## src/rtl/pspi_pkg.sv

```systemverilog
package pspi_pkg;

    localparam int WORD_BITS = 9;
    localparam int BYTE_BITS = 8;

    typedef logic [WORD_BITS-1:0]             word_t;
    typedef logic [$clog2(WORD_BITS+1)-1:0]   bitcnt_t;

    typedef enum logic [2:0] {
        S_IDLE,
        S_LOW,
        S_HIGH,
        S_FEED,
        S_GAP
    } seq_state_t;

    typedef enum logic [1:0] {
        P_CMD,
        P_PARAM,
        P_READ
    } phase_t;

    typedef struct packed {
        word_t   bits;
        bitcnt_t len;
    } word_load_t;

    function automatic word_load_t cmd_word(input logic [BYTE_BITS-1:0] c);
        word_load_t w;
        w.bits = {1'b0, c};
        w.len  = bitcnt_t'(WORD_BITS);
        return w;
    endfunction

    function automatic word_load_t param_word(input logic [BYTE_BITS-1:0] d);
        word_load_t w;
        w.bits = {1'b1, d};
        w.len  = bitcnt_t'(WORD_BITS);
        return w;
    endfunction

    function automatic word_load_t read_word(input logic lead_bit);
        word_load_t w;
        w.bits = '0;
        w.len  = lead_bit ? bitcnt_t'(WORD_BITS) : bitcnt_t'(BYTE_BITS);
        return w;
    endfunction

endpackage

```

## src/rtl/pspi_tick.sv

```systemverilog
module pspi_tick #(
    parameter int HALF_DIV = 2
) (
    input  logic clk,
    input  logic rst,
    input  logic run,
    output logic tick
);
    localparam int CW = (HALF_DIV > 1) ? $clog2(HALF_DIV) : 1;

    logic [CW-1:0] cnt;

    assign tick = run && (cnt == CW'(HALF_DIV - 1));

    always_ff @(posedge clk) begin
        if (rst || !run || tick)
            cnt <= '0;
        else
            cnt <= cnt + 1'b1;
    end
endmodule

```

## src/rtl/pspi_shift.sv

```systemverilog
module pspi_shift
    import pspi_pkg::*;
(
    input  logic       clk,
    input  logic       rst,
    input  logic       load,
    input  word_load_t load_word,
    input  logic       advance,
    input  logic       sample,
    input  logic       miso,
    output logic       mosi,
    output logic       last,
    output logic [BYTE_BITS-1:0] rx_byte
);
    word_t                 sh;
    bitcnt_t               left;
    logic [BYTE_BITS-1:0]  rx;

    always_ff @(posedge clk) begin
        if (rst) begin
            sh   <= '0;
            left <= '0;
            rx   <= '0;
        end else begin
            if (load) begin
                sh   <= load_word.bits;
                left <= load_word.len;
            end else if (advance) begin
                sh   <= {sh[WORD_BITS-2:0], 1'b0};
                left <= left - 1'b1;
            end
            if (sample)
                rx <= {rx[BYTE_BITS-2:0], miso};
        end
    end

    assign mosi    = sh[WORD_BITS-1];
    assign last    = (left == bitcnt_t'(1));
    assign rx_byte = rx;

    // only 8- or 9-bit words are ever framed
    assert_word_len_R5: assert property (@(posedge clk) disable iff (rst)
        load |-> (load_word.len == bitcnt_t'(BYTE_BITS) || load_word.len == bitcnt_t'(WORD_BITS)));
endmodule

```

## src/rtl/pspi_seq.sv

```systemverilog
module pspi_seq
    import pspi_pkg::*;
#(
    parameter int CNT_W = 4
) (
    input  logic                  clk,
    input  logic                  rst,
    input  logic                  req_valid,
    input  logic [7:0]            req_cmd,
    input  logic [CNT_W-1:0]      req_wcnt,
    input  logic [CNT_W-1:0]      req_rcnt,
    input  logic                  wr_valid,
    input  logic [7:0]            wr_data,
    input  logic                  tick,
    input  logic                  last,
    input  logic [BYTE_BITS-1:0]  rx_byte,
    output logic                  req_ready,
    output logic                  wr_ready,
    output logic                  run,
    output logic                  load,
    output word_load_t            load_word,
    output logic                  advance,
    output logic                  sample,
    output logic                  csn,
    output logic                  sck,
    output logic                  in_read,
    output logic                  rd_valid,
    output logic [BYTE_BITS-1:0]  rd_data,
    output logic                  done
);
    seq_state_t        state;
    phase_t            phase;
    logic [CNT_W-1:0]  wleft;
    logic [CNT_W-1:0]  rleft;
    logic              multi;
    logic              gap2;

    logic word_end;

    assign req_ready = (state == S_IDLE);
    assign wr_ready  = (state == S_FEED);
    assign run       = (state == S_LOW) || (state == S_HIGH) || (state == S_GAP);
    assign word_end  = (state == S_HIGH) && tick && last;
    assign advance   = (state == S_HIGH) && tick && !last;
    assign sample    = (state == S_LOW) && tick;
    assign in_read   = (phase == P_READ);

    always_comb begin
        load      = 1'b0;
        load_word = param_word(wr_data);
        case (state)
            S_IDLE: if (req_valid) begin
                load      = 1'b1;
                load_word = cmd_word(req_cmd);
            end
            S_FEED: if (wr_valid) begin
                load      = 1'b1;
                load_word = param_word(wr_data);
            end
            S_HIGH: if (word_end) begin
                if (phase != P_READ && wleft == '0 && rleft != '0) begin
                    load      = 1'b1;
                    load_word = read_word(multi);
                end else if (phase == P_READ && rleft > CNT_W'(1)) begin
                    load      = 1'b1;
                    load_word = read_word(1'b0);
                end
            end
            default: ;
        endcase
    end

    always_ff @(posedge clk) begin
        if (rst) begin
            state    <= S_IDLE;
            phase    <= P_CMD;
            wleft    <= '0;
            rleft    <= '0;
            multi    <= 1'b0;
            gap2     <= 1'b0;
            csn      <= 1'b1;
            sck      <= 1'b0;
            rd_valid <= 1'b0;
            rd_data  <= '0;
            done     <= 1'b0;
        end else begin
            rd_valid <= 1'b0;
            done     <= 1'b0;
            case (state)
                S_IDLE: if (req_valid) begin
                    wleft <= req_wcnt;
                    rleft <= req_rcnt;
                    multi <= (req_rcnt > CNT_W'(1));
                    phase <= P_CMD;
                    csn   <= 1'b0;
                    state <= S_LOW;
                end
                S_LOW: if (tick) begin
                    sck   <= 1'b1;
                    state <= S_HIGH;
                end
                S_HIGH: if (tick) begin
                    sck <= 1'b0;
                    if (!last) begin
                        state <= S_LOW;
                    end else if (phase != P_READ) begin
                        if (wleft != '0) begin
                            state <= S_FEED;
                        end else if (rleft != '0) begin
                            phase <= P_READ;
                            state <= S_LOW;
                        end else begin
                            csn   <= 1'b1;
                            done  <= 1'b1;
                            gap2  <= 1'b0;
                            state <= S_GAP;
                        end
                    end else begin
                        rd_valid <= 1'b1;
                        rd_data  <= rx_byte;
                        rleft    <= rleft - 1'b1;
                        if (rleft > CNT_W'(1)) begin
                            state <= S_LOW;
                        end else begin
                            csn   <= 1'b1;
                            done  <= 1'b1;
                            gap2  <= 1'b0;
                            state <= S_GAP;
                        end
                    end
                end
                S_FEED: if (wr_valid) begin
                    wleft <= wleft - 1'b1;
                    phase <= P_PARAM;
                    state <= S_LOW;
                end
                S_GAP: if (tick) begin
                    if (gap2) begin
                        gap2  <= 1'b0;
                        phase <= P_CMD;
                        state <= S_IDLE;
                    end else begin
                        gap2 <= 1'b1;
                    end
                end
                default: state <= S_IDLE;
            endcase
        end
    end

    // a request is only taken with the panel deselected
    assert_ready_idle_R8: assert property (@(posedge clk) disable iff (rst)
        req_ready |-> csn);
    // clock parked low whenever the panel is deselected
    assert_sck_parked_R1: assert property (@(posedge clk) disable iff (rst)
        csn |-> !sck);
    // done never lasts two cycles
    assert_done_pulse_R9: assert property (@(posedge clk) disable iff (rst)
        done |=> !done);
    // parameters are pulled only inside a selected transfer
    assert_feed_selected_R3: assert property (@(posedge clk) disable iff (rst)
        wr_ready |-> !csn);
endmodule

```

## src/rtl/panel_cmd_spi9.sv

```systemverilog
module panel_cmd_spi9
    import pspi_pkg::*;
#(
    parameter int HALF_DIV = 2,
    parameter int CNT_W    = 4
) (
    input  logic             clk,
    input  logic             rst,
    input  logic             req_valid,
    output logic             req_ready,
    input  logic [7:0]       req_cmd,
    input  logic [CNT_W-1:0] req_wcnt,
    input  logic [CNT_W-1:0] req_rcnt,
    input  logic             wr_valid,
    output logic             wr_ready,
    input  logic [7:0]       wr_data,
    output logic             rd_valid,
    output logic [7:0]       rd_data,
    output logic             done,
    output logic             spi_csn,
    output logic             spi_sck,
    output logic             spi_mosi,
    input  logic             spi_miso
);
    logic       run, tick, load, advance, sample, last, in_read;
    word_load_t load_word;
    logic [BYTE_BITS-1:0] rx_byte;

    pspi_tick #(.HALF_DIV(HALF_DIV)) u_tick (
        .clk  (clk),
        .rst  (rst),
        .run  (run),
        .tick (tick)
    );

    pspi_shift u_shift (
        .clk       (clk),
        .rst       (rst),
        .load      (load),
        .load_word (load_word),
        .advance   (advance),
        .sample    (sample),
        .miso      (spi_miso),
        .mosi      (spi_mosi),
        .last      (last),
        .rx_byte   (rx_byte)
    );

    pspi_seq #(.CNT_W(CNT_W)) u_seq (
        .clk       (clk),
        .rst       (rst),
        .req_valid (req_valid),
        .req_cmd   (req_cmd),
        .req_wcnt  (req_wcnt),
        .req_rcnt  (req_rcnt),
        .wr_valid  (wr_valid),
        .wr_data   (wr_data),
        .tick      (tick),
        .last      (last),
        .rx_byte   (rx_byte),
        .req_ready (req_ready),
        .wr_ready  (wr_ready),
        .run       (run),
        .load      (load),
        .load_word (load_word),
        .advance   (advance),
        .sample    (sample),
        .csn       (spi_csn),
        .sck       (spi_sck),
        .in_read   (in_read),
        .rd_valid  (rd_valid),
        .rd_data   (rd_data),
        .done      (done)
    );

    // data line quiet through the read phase
    assert_read_quiet_R6: assert property (@(posedge clk) disable iff (rst)
        (in_read && !spi_csn) |-> !spi_mosi);
    // data line never moves while the clock is high
    assert_mosi_steady_R1: assert property (@(posedge clk) disable iff (rst)
        spi_sck |-> $stable(spi_mosi));
endmodule

```

## config.mk

```make
export PLATFORM = sky130hd
export DESIGN_NAME = panel_cmd_spi9
export DESIGN_NICKNAME = d
export VERILOG_FILES = /design/src/rtl/pspi_pkg.sv /design/src/rtl/pspi_tick.sv /design/src/rtl/pspi_shift.sv /design/src/rtl/pspi_seq.sv /design/src/rtl/panel_cmd_spi9.sv
export SDC_FILE = /design/constraint.sdc
export NUM_CORES = 1
export LEC_CHECK = 0
export BUFFER_PORTS_ARGS = -buffer_cell sky130_fd_sc_hd__buf_4
export CELL_PAD_IN_SITES_DETAIL_PLACEMENT = 1
export CELL_PAD_IN_SITES_GLOBAL_PLACEMENT = 2
export CORE_ASPECT_RATIO = 1.4
export CORE_MARGIN = 3
export CORE_UTILIZATION = 35
export CTS_CLUSTER_DIAMETER = 80
export DETAILED_ROUTE_END_ITERATION = 10
export GPL_TIMING_DRIVEN = 1
export PLACE_DENSITY = 0.8
export SYNTH_ARGS = -nofsm -noshare
export SYNTH_HDL_FRONTEND = slang
export SYNTH_SLANG_ARGS = --single-unit
```

## constraint.sdc

```tcl
create_clock -name clk -period 3.2 [get_ports clk]
set_input_delay 0.64 -clock clk [delete_from_list [all_inputs] [get_ports clk]]
set_output_delay 0.64 -clock clk [all_outputs]
set_load 0.03 [all_outputs]
```

; Yosys cells after proc, flatten, opt, wreduce, memory -nomap -nowiden
; Cells that the tools add are included.
[word_totals]
reg_bits = 49
input_bits = 29
out_inout_bits = 15
elab_cells = 151
[op_classes]
addsub = 4
order_cmp = 2
eq_ne = 21
muxes = 71
n_bitwise = 4
reduce_logical = 34
[ops]
columns = cell, count
row1 = 13-bit two-way mux, 4
row2 = 3-bit two-way mux, 11
row3 = 4-bit two-way mux, 8
row4 = 1-bit two-way mux, 28
row5 = 13-bit one-hot mux with 2 select lines, 1
row6 = 2-bit two-way mux, 9
row7 = 9-bit two-way mux, 2
row8 = 4-bit one-hot mux with 2 select lines, 2
row9 = 3-bit one-hot mux with 5 select lines, 1
row10 = "2-bit inequality test, second input constant", 7
row11 = 7-bit AND reduction, 2
row12 = 4-bit nonzero test, 3
row13 = "4-bit by 1-bit subtractor with 4-bit output, second input constant", 3
row14 = "2-bit by 1-bit inequality test with 1-bit output, second input constant", 5
row15 = 10-bit AND reduction, 1
row16 = 2-bit nonzero test, 5
row17 = "3-bit inequality test, second input constant", 3
row18 = "4-bit by 1-bit greater-than comparator with 1-bit output, second input constant", 2
row19 = 1-bit logical AND, 8
row20 = 2-bit one-hot mux with 4 select lines, 1
row21 = "3-bit by 2-bit equality test with 1-bit output, second input constant", 2
row22 = 1-bit one-hot mux with 2 select lines, 3
row23 = 3-bit AND reduction, 2
row24 = 6-bit AND reduction, 1
row25 = 15 further kinds, 22

; Longest topological paths before layout
[depth]
ltp_word = 9
mapped_depth = 8
ltp_nobuf = 7

; Modules after synthesis
; From an unflattened synthesis, not the netlist that was laid out.
[hier_totals]
hier_cells = 319
area_unflattened_um2 = 2621.3
[modules_own_cells]
columns = mod, n_inst, cells_each, area_per_inst_um2, seq_area_each_um2
row1 = pspi_seq, 1, 224, 1644.1, 540.5
row2 = pspi_shift, 1, 92, 937.1, 420.4
row3 = pspi_tick, 1, 3, 40.0, 20.0

; Worst setup path after synthesis
; No wires, ideal clock.
[synth_timing]
kind = register -> output
start = reg u_seq.state[2]
end = out req_ready
arrival_time_ps = 1374
t_required_ps = 2560
setup_slack_ps = 1186
path_stages_with_launch = 4
n_path_buf = 2
path_cell_list = dfxtp_1 > buf_2 > buf_1 > nor3_1
[synth_via]
elab_chain_len = 1
[synth_lines]
columns = item, line
row1 = from (decl), pspi_seq.sv:31  ; seq_state_t state;
row2 = from (signal assigned), pspi_seq.sv:75  ; state <= S_IDLE;
row3 = from (signal assigned), pspi_seq.sv:96  ; state <= S_LOW;
row4 = from (signal assigned), pspi_seq.sv:100  ; state <= S_HIGH;
row5 = 3-bit zero test, pspi_seq.sv:40  ; assign req_ready = (state == S_IDLE);
row6 = to (decl), panel_cmd_spi9.sv:10  ; output logic req_ready,
; No other way between the ends.

; Worst setup path after layout
[layout_timing]
start = reg u_seq.state[2]
end = out wr_ready
[layout_via]
elab_chain_len = 1
[layout_lines]
columns = item, line
row1 = 3-bit by 2-bit equality test with 1-bit output, pspi_seq.sv:41  ; assign wr_ready = (state == S_FEED);
row2 = to (decl), panel_cmd_spi9.sv:15  ; output logic wr_ready,
; No other way between the ends.

==> metrics.yaml <==
status: "completed"
clockBufferDepth: 2
met1_length_mm: 3.09
fin_crit_ps: 2370
htree_levels: 2
die_w_um: 78.5
synthTopCellsByArea: "dfxtp_1, mux2i_1, nor2_1"
synth_top_area_share: 0.381
coreArea_um2: 7070
power_density_nw_per_um2: 683
multi_input_area_um2: 1470
wirelength_mm: 6.51
via_count: 2264
r2r_cells: 5
io_buffer_count: 43
synth-seq-cells: 49
ff_latch_area_um2: 981
drc: 0
relSlewSlack: 0.444
routedWlPerCell_um: 15.2
regToRegSetupSlack_ps: 980
setup_viol_count_final: 0
critPathArrivalTime_ps: 1730
ctsHoldBuffers: 0
worst_setup_path_end_kind: "output pin"
clock_skew_ps: 12.2
synthesis.nets: 331
hold_slack_ps: 489
ir_drop_mv: 0.275
n_antenna_cell: 0
crit_type: "reg2out"
synth.most_common_cell: "dfxtp_1"
crit_fanout: 20
route.met2.wl_mm: 3.16
synth_common_cells: "dfxtp_1, nor2_1, a21oi_1, mux2i_1, inv_1"
hold_class: "reg2reg"
netlist_area_um2: 2570
crit_top_cell: "buf_4"
holdPathEnd: "u_shift.sh[0]"
fin_tns_setup_ps: 0
die-height_um: 107
area_delta_synth_final_pct: 18.9
finalNetCount: 368
grtUsageTotal: 0.160
synth_async_sr_flop_share: 0
cts_tree: "yes"
numCtsBuffers: 5
cp_slowest_stage_delay_ps: 800
drv_cap: 0
globalRouteOverflowTotal: 0
max_freq_mhz: 422
cts_setup_buffers: 0
fill_cells: 867
die_area_um2: 8440
start_kind: "register"
clk_pin_slew_ps: 100
cts_root_buffer: "clkbuf_8"
period_share: 0.740
grt_max_degree: 50
rsz0062_at_grt: "false"
syn_avg_cell_area_um2: 8.73
critPathBufInv: 3
antenna_found_initial: 0
place_congestion: 0.759
slew_viol_final: 0
worstSkewPairLatency_ps: 310
timing_hold_violations_final: 0
synth-edff-count: 0
cts_resized: 0
crit_family: "flip-flops"
min_from: "u_shift.sh[0]"
antenna_left: 0
cts_sinks: 49
tightest_slew_ps: 831
dp_hpwl_mm: 4.65
critical_path.cell_chain: "nand3b_1 -> buf_4 -> inv_1 -> buf_4"
initial_core_util: 0.364
reg2reg_to: "u_shift.sh[5]"
vias_per_cell: 5.29
io_pins: 44
synthDistinctLibCells: 54
cpMaxStageDelayCell: "dfxtp_1"
synth_seq_area_share: 0.381
syn_inst: 295
layout-drive-gt1-share: 0.231
grt_pass1_vias: 2177
highest_layer: "met4"
drt_iter0_drc: 55
grt_pass1_wl_mm: 11.0
synth_largest_area_cell: "dfxtp_1"
cellLeakagePower_nw: 1.21
rows: 36
synth_warnings: 0
regToRegStartpoint: "u_seq.state[2]"
first_pass_iters: 4
met3_wirelength_um: 200
critical_path_required_ps: 2560
hold_depth: 2
synth_ff_type: "dfxtp_1"
[routing by layer]
layer	vias up	track usage
met2	32	0.265
met4	0	0.0375
li1	1143	-
met5	-	0
met3	5	0.0285
met1	1084	0.214
[worst max-delay path by stage]
| stage | start | end | slack [ps] | depth (start not counted) |
|---|---|---|---|---|
| 6_report | u_seq.state[2] | wr_ready | 830 | 4 |
| 3_3_place_gp | u_seq.state[0] | u_shift.sh[7] | 1010 | 5 |
| 4_1_cts | u_seq.state[2] | wr_ready | 840 | 4 |
| 2_1_floorplan | u_seq.state[2] | req_ready | 1190 | 3 |
| 3_5_place_dp | u_seq.wleft[0] | u_shift.sh[2] | 980 | 7 |
| 5_1_grt | u_seq.state[0] | u_shift.sh[7] | 720 | 5 |
[cell families (layout without fill, tap and decap cells)]
logic type,Yosys count,in the layout,share of synthesized area
flip-flops,49,49,0.381
adder cells (fa/ha/maj),7,7,0.0340
buffers and inverters,27,65,0.0471
XOR/XNOR,3,3,0.0102
multiplexers,19,19,0.0743
AND/OR/NAND/NOR,119,119,0.258
AO/OA/AOI/OAI,71,71,0.195
[placed cells by master (no fill, tap or decap), types with 3 or more instances in the layout]
cell | synthesis | layout
dfxtp_1 | 49 | 49
buf_4 | 3 | 48
nor2_1 | 47 | 47
a21oi_1 | 20 | 20
mux2i_1 | 18 | 18
inv_1 | 9 | 9
nand2_1 | 8 | 8
a22oi_1 | 8 | 8
o21ai_0 | 8 | 8
nor3_1 | 7 | 7
nor3_2 | 7 | 7
nor4_1 | 7 | 7
ha_1 | 7 | 7
nor3b_1 | 6 | 6
o31a_1 | 6 | 6
nand2b_1 | 5 | 5
nand3_1 | 5 | 5
nand4_1 | 5 | 5
a211oi_1 | 5 | 5
clkbuf_8 | 0 | 5
or2_2 | 4 | 4
a31oi_1 | 4 | 4
or3b_1 | 3 | 3
a2111oi_0 | 3 | 3
or3_1 | 3 | 3
[worst reg2reg max path, cell delays in order (launching register included)]
cell,delay (ps)
dfxtp_1,550
nor3b_2,460
nand3_1,250
a211oi_4,560
o31a_1,240
nor3_2,40
[registers in the layout, indices dropped and copies added, names as in the netlist]
signal / cells
u_seq.done: 1
u_seq.state: 3
u_seq.rleft: 4
u_seq.wleft: 4
u_tick.cnt: 1
u_seq.rd_data: 8
u_seq.phase: 2
u_shift.rx_byte: 8
u_seq.multi: 1
u_seq.rd_valid: 1
u_seq.sck: 1
u_shift.sh: 9
u_seq.gap2: 1
u_seq.csn: 1
u_shift.left: 4
[cell type report]
| type | count | share of cell area |
|---|---|---|
| multi-input cells | 219 | 0.481 |
| inverters | 9 | 0.0110 |
| clock inverters | 3 | 0.00818 |
| flip-flops and latches | 49 | 0.321 |
| well taps | 95 | 0.0388 |
| clock buffers | 5 | 0.0225 |
| repair buffers | 48 | 0.118 |
[per-stage QoR]
step                      power [W]   util  setup WS, ps  instance area (µm²)  std cells
after floorplan             0.00149      -          1190                 2570        295
final                       0.00209  0.433           833                 3060        428
after global routing        0.00226  0.433           717                 3060        428
after CTS                   0.00212  0.433           843                 3060        428
after global placement      0.00170  0.419          1010                 2970        420
after detailed placement    0.00172  0.419           979                 2970        420
[report_power, final]
group | switching, W | internal, W | leakage [nW] | total (W)
Clock | 0.000233 | 0.000160 | 0.0452 | 0.000392
Combinational | 0.000491 | 0.000382 | 0.764 | 0.000873
Sequential | 0.000117 | 0.000708 | 0.399 | 0.000824
Total | 0.000841 | 0.00125 | 1.21 | 0.00209
Note: power is estimated with default switching activity, not from simulation.
